## config.mk

```make
export PLATFORM = sky130hd
export DESIGN_NAME = dual_width_timer
export DESIGN_NICKNAME = d
export VERILOG_FILES = /design/src/rtl/dwt_pkg.sv /design/src/rtl/dwt_regs.sv /design/src/rtl/dwt_compare.sv /design/src/rtl/dwt_counter.sv /design/src/rtl/dwt_irq.sv /design/src/rtl/dual_width_timer.sv
export SDC_FILE = /design/constraint.sdc
export NUM_CORES = 1
export LEC_CHECK = 0
export BUFFER_PORTS_ARGS = -buffer_cell sky130_fd_sc_hd__buf_4
export CELL_PAD_IN_SITES_DETAIL_PLACEMENT = 0
export CELL_PAD_IN_SITES_GLOBAL_PLACEMENT = 1
export CORE_MARGIN = 10
export CORE_UTILIZATION = 39
export CTS_CLUSTER_SIZE = 24
export DETAILED_ROUTE_END_ITERATION = 12
export GPL_TIMING_DRIVEN = 1
export PLACE_DENSITY_LB_ADDON = 0.2
export SLEW_MARGIN = 20
export SYNTH_ARGS = -nofsm -noshare
export SYNTH_HDL_FRONTEND = slang
export SYNTH_SLANG_ARGS = --single-unit
```

## constraint.sdc

```tcl
create_clock -name clk -period 4.8 [get_ports clk]
set_input_delay 1.44 -clock clk [delete_from_list [all_inputs] [get_ports clk]]
set_output_delay 1.44 -clock clk [all_outputs]
set_load 0.005 [all_outputs]
```

## src/rtl/dwt_pkg.sv

```systemverilog
package dwt_pkg;
  typedef enum logic [2:0] {
    ADR_CNT_LO = 3'd0,
    ADR_CNT_HI = 3'd1,
    ADR_CMP_A  = 3'd2,
    ADR_CMP_B  = 3'd3,
    ADR_CTRL   = 3'd4,
    ADR_FLAGS  = 3'd5,
    ADR_MASK   = 3'd6
  } dwt_addr_e;

  localparam int FLG_A   = 0;
  localparam int FLG_B   = 1;
  localparam int FLG_OVF = 2;
  localparam int NFLAGS  = 3;

  localparam int CTRL_WIDE = 0;
  localparam int CTRL_TOPA = 1;
endpackage

```

## src/rtl/dwt_regs.sv

```systemverilog
module dwt_regs
  import dwt_pkg::*;
#(
  parameter int BW = 8
) (
  input  logic          clk,
  input  logic          rst_n,
  input  logic          wr_en,
  input  logic [2:0]    wr_addr,
  input  logic [BW-1:0] wr_data,
  output logic [BW-1:0] cmp_a,
  output logic [BW-1:0] cmp_b,
  output logic          wide,
  output logic          top_a,
  output logic [NFLAGS-1:0] mask
);
  always_ff @(posedge clk or negedge rst_n) begin
    if (!rst_n) begin
      cmp_a <= '0;
      cmp_b <= '0;
      wide  <= 1'b0;
      top_a <= 1'b0;
      mask  <= '0;
    end else if (wr_en) begin
      case (wr_addr)
        ADR_CMP_A: cmp_a <= wr_data;
        ADR_CMP_B: cmp_b <= wr_data;
        ADR_CTRL: begin
          wide  <= wr_data[CTRL_WIDE];
          top_a <= wr_data[CTRL_TOPA];
        end
        ADR_MASK: mask <= wr_data[NFLAGS-1:0];
        default: ;
      endcase
    end
  end
endmodule

```

## src/rtl/dwt_compare.sv

```systemverilog
module dwt_compare #(
  parameter int BW = 8,
  localparam int CW = 2 * BW
) (
  input  logic [CW-1:0] count,
  input  logic [BW-1:0] cmp_a,
  input  logic [BW-1:0] cmp_b,
  input  logic          wide,
  output logic          match_a,
  output logic          match_b
);
  logic [1:0] hit;

  for (genvar ch = 0; ch < 2; ch++) begin : g_ch
    logic [CW-1:0] ref_val;
    logic          ch_on;
    if (ch == 0) begin : g_a
      // In wide mode channel A carries the joined value {B, A}
      assign ref_val = wide ? {cmp_b, cmp_a} : {count[CW-1:BW], cmp_a};
      assign ch_on   = 1'b1;
    end else begin : g_b
      assign ref_val = {count[CW-1:BW], cmp_b};
      assign ch_on   = !wide;
    end
    assign hit[ch] = ch_on && (count == ref_val);
  end

  assign match_a = hit[0];
  assign match_b = hit[1];
endmodule

```

## src/rtl/dwt_counter.sv

```systemverilog
module dwt_counter #(
  parameter int BW = 8,
  localparam int CW = 2 * BW
) (
  input  logic          clk,
  input  logic          rst_n,
  input  logic          cnt_en,
  input  logic          wide,
  input  logic          top_a,
  input  logic          match_a,
  input  logic          wr_lo,
  input  logic          wr_hi,
  input  logic [BW-1:0] wr_data,
  output logic [CW-1:0] count_q,
  output logic          ovf_evt
);
  logic [BW-1:0] lo_q, hi_q, lo_nx, hi_nx;
  logic          lo_max, hi_max, at_max, wrap;

  assign lo_max = &lo_q;
  assign hi_max = &hi_q;
  assign at_max = wide ? (lo_max && hi_max) : lo_max;
  assign wrap   = at_max || (top_a && match_a);

  always_comb begin
    lo_nx = lo_q + 1'b1;
    hi_nx = hi_q;
    if (wrap) begin
      lo_nx = '0;
      if (wide) hi_nx = '0;
    end else if (wide && lo_max) begin
      hi_nx = hi_q + 1'b1;
    end
  end

  always_ff @(posedge clk or negedge rst_n) begin
    if (!rst_n) begin
      lo_q <= '0;
      hi_q <= '0;
    end else begin
      if (wr_lo)       lo_q <= wr_data;
      else if (cnt_en) lo_q <= lo_nx;
      if (wr_hi)       hi_q <= wr_data;
      else if (cnt_en) hi_q <= hi_nx;
    end
  end

  assign count_q = {hi_q, lo_q};
  assign ovf_evt = cnt_en && at_max;
endmodule

```

## src/rtl/dwt_irq.sv

```systemverilog
module dwt_irq #(
  parameter int NF = 3
) (
  input  logic          clk,
  input  logic          rst_n,
  input  logic [NF-1:0] set_vec,
  input  logic          clr_wr,
  input  logic [NF-1:0] clr_data,
  input  logic [NF-1:0] mask,
  output logic [NF-1:0] flags_q,
  output logic          irq
);
  logic [NF-1:0] clr_vec;
  assign clr_vec = clr_wr ? clr_data : '0;

  always_ff @(posedge clk or negedge rst_n) begin
    if (!rst_n) flags_q <= '0;
    else        flags_q <= (flags_q & ~clr_vec) | set_vec;
  end

  assign irq = |(flags_q & mask);
endmodule

```

## src/rtl/dual_width_timer.sv

```systemverilog
module dual_width_timer
  import dwt_pkg::*;
#(
  parameter int BW = 8,
  localparam int CW = 2 * BW
) (
  input  logic          clk,
  input  logic          rst_n,
  input  logic          cnt_en,
  input  logic          wr_en,
  input  logic [2:0]    wr_addr,
  input  logic [BW-1:0] wr_data,
  input  logic [2:0]    rd_addr,
  output logic [BW-1:0] rd_data,
  output logic          irq
);
  logic [BW-1:0]     cmp_a, cmp_b;
  logic              wide_q, top_a;
  logic [NFLAGS-1:0] mask_q, flags_q, set_vec;
  logic [CW-1:0]     count_q;
  logic              match_a, match_b, ovf_evt;

  dwt_regs #(.BW(BW)) u_regs (
    .clk(clk), .rst_n(rst_n), .wr_en(wr_en), .wr_addr(wr_addr),
    .wr_data(wr_data), .cmp_a(cmp_a), .cmp_b(cmp_b), .wide(wide_q),
    .top_a(top_a), .mask(mask_q)
  );

  dwt_compare #(.BW(BW)) u_cmp (
    .count(count_q), .cmp_a(cmp_a), .cmp_b(cmp_b), .wide(wide_q),
    .match_a(match_a), .match_b(match_b)
  );

  dwt_counter #(.BW(BW)) u_cnt (
    .clk(clk), .rst_n(rst_n), .cnt_en(cnt_en), .wide(wide_q),
    .top_a(top_a), .match_a(match_a),
    .wr_lo(wr_en && wr_addr == ADR_CNT_LO),
    .wr_hi(wr_en && wr_addr == ADR_CNT_HI),
    .wr_data(wr_data), .count_q(count_q), .ovf_evt(ovf_evt)
  );

  always_comb begin
    set_vec          = '0;
    set_vec[FLG_A]   = cnt_en && match_a;
    set_vec[FLG_B]   = cnt_en && match_b;
    set_vec[FLG_OVF] = ovf_evt;
  end

  dwt_irq #(.NF(NFLAGS)) u_irq (
    .clk(clk), .rst_n(rst_n), .set_vec(set_vec),
    .clr_wr(wr_en && wr_addr == ADR_FLAGS),
    .clr_data(wr_data[NFLAGS-1:0]), .mask(mask_q),
    .flags_q(flags_q), .irq(irq)
  );

  always_comb begin
    rd_data = '0;
    case (rd_addr)
      ADR_CNT_LO: rd_data = count_q[BW-1:0];
      ADR_CNT_HI: rd_data = count_q[CW-1:BW];
      ADR_CMP_A:  rd_data = cmp_a;
      ADR_CMP_B:  rd_data = cmp_b;
      ADR_CTRL: begin
        rd_data[CTRL_WIDE] = wide_q;
        rd_data[CTRL_TOPA] = top_a;
      end
      ADR_FLAGS:  rd_data[NFLAGS-1:0] = flags_q;
      ADR_MASK:   rd_data[NFLAGS-1:0] = mask_q;
      default:    rd_data = '0;
    endcase
  end
endmodule

```

Yosys cells after proc, flatten, opt, wreduce, memory -nomap -nowiden --
Cells that the tools add are included.
Storage, ports and cells: register bits after elaboration 40, bits of input ports 18, output and inout bits 9, word-level logic and storage cells 68
Cells by class: $add $sub $neg 2, equality and inequality tests 15, multiplexer cells 14, bitwise logic cells 4, reductions and logical operators 25
Operators by type and width (count):
- two-way mux 8 bit | 8
- one-hot mux 5 bit (4 select lines) | 1
- equality test 3 bit, second input constant | 6
- adder 8 x 1 -> 8 bit, second input constant | 2
- equality test 16 bit | 1
- two-way mux 16 bit | 1
- AND reduction 8 bit | 2
- one-hot mux 2 bit (7 select lines) | 1
- equality test 3 x 2 -> 1 bit, second input constant | 4
- logical AND 1 bit | 10
- equality test 8 bit | 1
- AND reduction 2 bit | 4
- bitwise AND 3 bit | 2
- equality test 3 x 1 -> 1 bit, second input constant | 2
- logical NOT 3 bit | 2
- one-hot mux 1 bit (6 select lines) | 1
- nonzero test 2 bit | 2
- two-way mux 3 bit | 1
- inequality test 3 x 2 -> 1 bit, second input constant | 1
- inverter 3 bit | 1
- bitwise OR 3 bit | 1
- AND reduction 3 bit | 1
- nonzero test 3 bit | 1
- OR reduction 3 bit | 1
- 3 further kinds | 3

Longest topological paths before layout --
depth after elaboration 7, gate-level depth with buffers 8

By module --
Synthesis repeated with hierarchy kept, for this count alone.
Second synthesis, totals: cells, all modules 257, area, all modules 2723.9 µm²
Modules (own cells, without submodules):
- dwt_counter | times used 1, cells an instance 127, area an instance 1092.3 µm², sequential area each 400.4 µm²
- dwt_regs | times used 1, cells an instance 47, area an instance 852.1 µm², sequential area each 525.5 µm²
- dual_width_timer | times used 1, cells an instance 39, area an instance 392.9 µm², sequential area each 0.0 µm²
- dwt_compare | times used 1, cells an instance 33, area an instance 264.0 µm², sequential area each 0.0 µm²
- dwt_irq | times used 1, cells an instance 11, area an instance 122.6 µm², sequential area each 75.1 µm²

Least setup slack after synthesis --
Ideal clock, no wire load.
path type input-to-output, from in rd_addr[1], to out rd_data[0], data arrival time 2644 ps, required time 3360 ps, slack 716 ps, stages on the path 5, buffers on the path 2, cell sequence clkbuf_1 > clkbuf_1 > mux2_2 > a31oi_1 > o21ai_0
On the way: cells in the longest elaborated chain, start to end 2
RTL lines:
- from (decl) | RTL line dual_width_timer.sv:13 | input logic [2:0] rd_addr,
- equality test 3 bit (tied with other cells) | RTL line dual_width_timer.sv:58 | case (rd_addr)
- one-hot mux 2 bit (7 select lines) (*) | RTL line dual_width_timer.sv:58
- to (decl) | RTL line dual_width_timer.sv:14 | output logic [BW-1:0] rd_data,
Mark *: on every way between the ends. The rest lies on a longest branch, timed or not.

Worst setup path after layout --
from in rd_addr[1], to out rd_data[1]
The elaborated chain is that of the path after synthesis.

==> impl_metrics.yaml <==
run_status:
  status: "complete, no violations"
synth:
  synth-xor-area-share_pct: 7.65
  synth-seq-area-share_pct: 36.4
  ys_types: 50
  synth.avg_cell_area_um2: 9.67
  syn_nets: 304
  ys_seq_elements: 40
  synth_top_family_by_area: "simple AND/OR/NAND/NOR gates"
  synth_compound_area_share_pct: 12.9
  synthMuxAreaShare_pct: 16.8
  synthCells: 284
  synth-adder-area-share_pct: 0.911
  synthesis.area_mm2: 0.00275
  ys_warn_count: 0
  synthSimpleGateAreaFrac_pct: 20.0
clock_tree:
  clk_pin_slew_worst_paths_ns: 0.08
  clk_latency_ns: 0.30
  post_cts_resized: 0
  cts_buffers: 5
  cts_sinks: 40
  clock_path_buffers: 2
  postCtsSetupRepairBufs: 0
  htreeDepth: 2
  hold_buffers: 0
  root_buffer: "clkbuf_8"
  cts_tree: "done"
critical_path:
  crit_family: "multiplexers"
  critPathMaxFanout: 15
  r2r_slack_ns: 2.31
  crit_slowest_cell: "mux4_2"
  r2r-start: "u_cnt.lo_q[4]"
  timing.critical_path.buf_inv: 2
  critPathLaunchType: "primary input"
  critPathKind: "primary input to output port"
  critical_path.cell_chain: "buf_4, mux4_2, nor2_1, a21oi_1, buf_4"
  crit_arrival_ns: 2.47
  cp-end-kind: "output port"
  timing.rr.end: "u_cnt.hi_q[0]"
  r2r_cells: 6
  slowest_delay_ns: 0.53
  critPathLaunch: "rd_addr[1]"
  path_common_cell: "buf_4"
  crit_required_ns: 3.36
timing:
  final.min_clock_period_ns: 3.91
  relSlewSlack_pct: 47.6
  finalSetupViolCount: 0
  finalClockSkew_ns: 0.00860
  setup_tns_ns: 0
  fin_hold_ws_ns: 0.522
  tightestPinTransition_ns: 0.783
  finalCritPeriodShare_pct: 81.4
  max_freq_ghz: 0.256
  rsz0062_at_grt: "no"
  maxSlewViolCount: 0
  hold_viol: 0
placement:
  gp_congestion: 0.824
  portBuffers: 26
  dpl.hpwl_um: 5480
global_routing:
  grt_max_degree: 41
  grt_first_pass_wirelength_um: 12500
  gr-total-overflow: 0
  grt_pass1_vias: 2192
  grt_util_all_layers_pct: 14.3
  antenna_found_initial: 0
detailed_routing:
  drt_iter0_drc: 107
  first_pass_iters: 5
  vias_per_cell: 5.63
  drt.antenna.violating_nets: 0
  postRouteWirelength_um: 7680
  wire_per_inst_um: 19.6
  via_count: 2208
  drc: 0
floorplan:
  start_util_pct: 40.2
  coreArea_mm2: 0.00683
  chipHeight_um: 104
  die_area_mm2: 0.0108
  placementRows: 30
  chipWidth_um: 104
  io_pins: 27
hold_path:
  worstHoldStart: "u_irq.flags_q[2]"
  whs_endpoint: "u_irq.flags_q[2]"
  hold_depth: 2
  worstHoldPathType: "flip-flop to flip-flop"
pwr:
  powerDensity_mw_per_mm2: 435
  p_leak_nw: 1.19
  peakVddDrop_mv: 0.300
layout:
  area_growth_pct: 10.2
  nets: 316
  drive_above_1_share_pct: 24.3
  n_fill_cell: 693
  diodes: 0
run:
  cap_violations: 0
worst min-delay path: cells and delay by family, from the launching register on:
family / cells / cell delay (ns)
AO/OA/AOI/OAI: 1 / 0.07
flip-flops: 1 / 0.37
AND/OR/NAND/NOR: 1 / 0.05
registers in the layout, summed over array words and instances (netlist names):
register       count
u_cnt.hi_q         8
u_regs.cmp_b       8
u_regs.top_a       1
u_irq.flags_q      3
u_regs.cmp_a       8
u_cnt.lo_q         8
u_regs.wide        1
u_regs.mask        3
placed cells by master (no fill, tap or decap), types with 6 or more instances in the layout:
cell / synthesis / routed
a32oi_1: 6 / 6
o22ai_1: 6 / 6
and3_1: 7 / 7
a21oi_1: 9 / 9
nor2_1: 18 / 18
nand2_1: 28 / 28
mux4_2: 6 / 6
nand4_1: 8 / 8
buf_4: 3 / 27
dfrtp_1: 40 / 40
a31oi_1: 11 / 11
o21ai_0: 9 / 9
xnor2_1: 19 / 19
nand3_1: 7 / 7
nor2b_1: 6 / 6
mux2_2: 22 / 22
cells in the mapped netlist (all sizes together):
master	n	area share, %
nor2	19	2.7
a21oi	9	1.6
nand3	9	2.3
or3	2	0.46
nor3b	5	1.5
dfrtp	40	36
o22ai	6	1.4
clkbuf	8	1.1
mux4	6	4.9
a222oi	1	0.36
and3	7	1.6
nor4b	1	0.32
a32oi	6	1.9
o21ai	13	2.5
a32o	2	0.73
ha	2	0.91
nand3b	1	0.27
nor4	3	0.68
nor2b	6	1.4
or2	1	0.23
a22o	2	0.64
o31a	1	0.32
xor2	5	1.6
nand4b	1	0.32
nand2b	3	0.68
o41ai	1	0.32
nand4	8	1.8
mux2i	5	1.8
inv	5	0.68
buf	14	3.5
o21a	1	0.27
xnor2	19	6.1
and2	1	0.23
nor3	6	1.5
nand2	29	4.1
mux2	24	10
a31oi	11	2.5
o221ai	1	0.32
power breakdown:
| group | leakage, nW | switching [mW] | internal (mW) |
|---|---|---|---|
| Combinational | 0.668 | 0.220 | 0.280 |
| Sequential | 0.483 | 0.169 | 0.425 |
| Clock | 0.0400 | 0.123 | 0.0986 |
kinds of logic after synthesis:
kind of cell / count (synthesis)
simple gates: 102
compound gates: 54
buf+inv: 27
fa+ha+maj: 2
mux: 35
xor+xnor: 24
flops: 40
worst max path at each step:
stage	end	depth (start not counted)	slack, ns
2_1_floorplan	rd_data[0]	5	0.72
4_1_cts	rd_data[1]	5	0.88
3_5_place_dp	rd_data[1]	5	0.88
3_3_place_gp	rd_data[1]	5	0.89
5_1_grt	rd_data[1]	5	0.84
6_report	rd_data[1]	5	0.89
area by class of cell:
cell class | count | area (um^2) | area share [%]
clock buffers | 5 | 68.8 | 2.27
clock inverters | 2 | 12.5 | 0.413
inverters | 5 | 18.8 | 0.620
multi-input cells | 217 | 1600 | 53.0
flip-flops and latches | 40 | 1000 | 33.1
well taps | 96 | 120 | 3.97
repair buffers | 27 | 203 | 6.70
per-stage QoR:
stage          instances  util, %  area, um^2  setup WS (ns)  power [mW]
3_5_place_dp         385     43.1        2950          0.884        1.10
6_report             392     44.3        3030          0.891        1.32
3_3_place_gp         385     43.1        2950          0.895        1.10
2_1_floorplan        284        -        2750          0.716       0.965
4_1_cts              392     44.3        3030          0.879        1.33
5_1_grt              392     44.3        3030          0.840        1.41
layer usage:
metal	vias to the layer above	share of wire (%)	global-route usage [%]
met5	-	0	0
met4	0	0.83	4.27
met3	4	2.3	2.48
met2	31	48	21.8
met1	1106	48	20.0
li1	1067	-	-
Note: power is estimated with default switching activity, not from simulation.
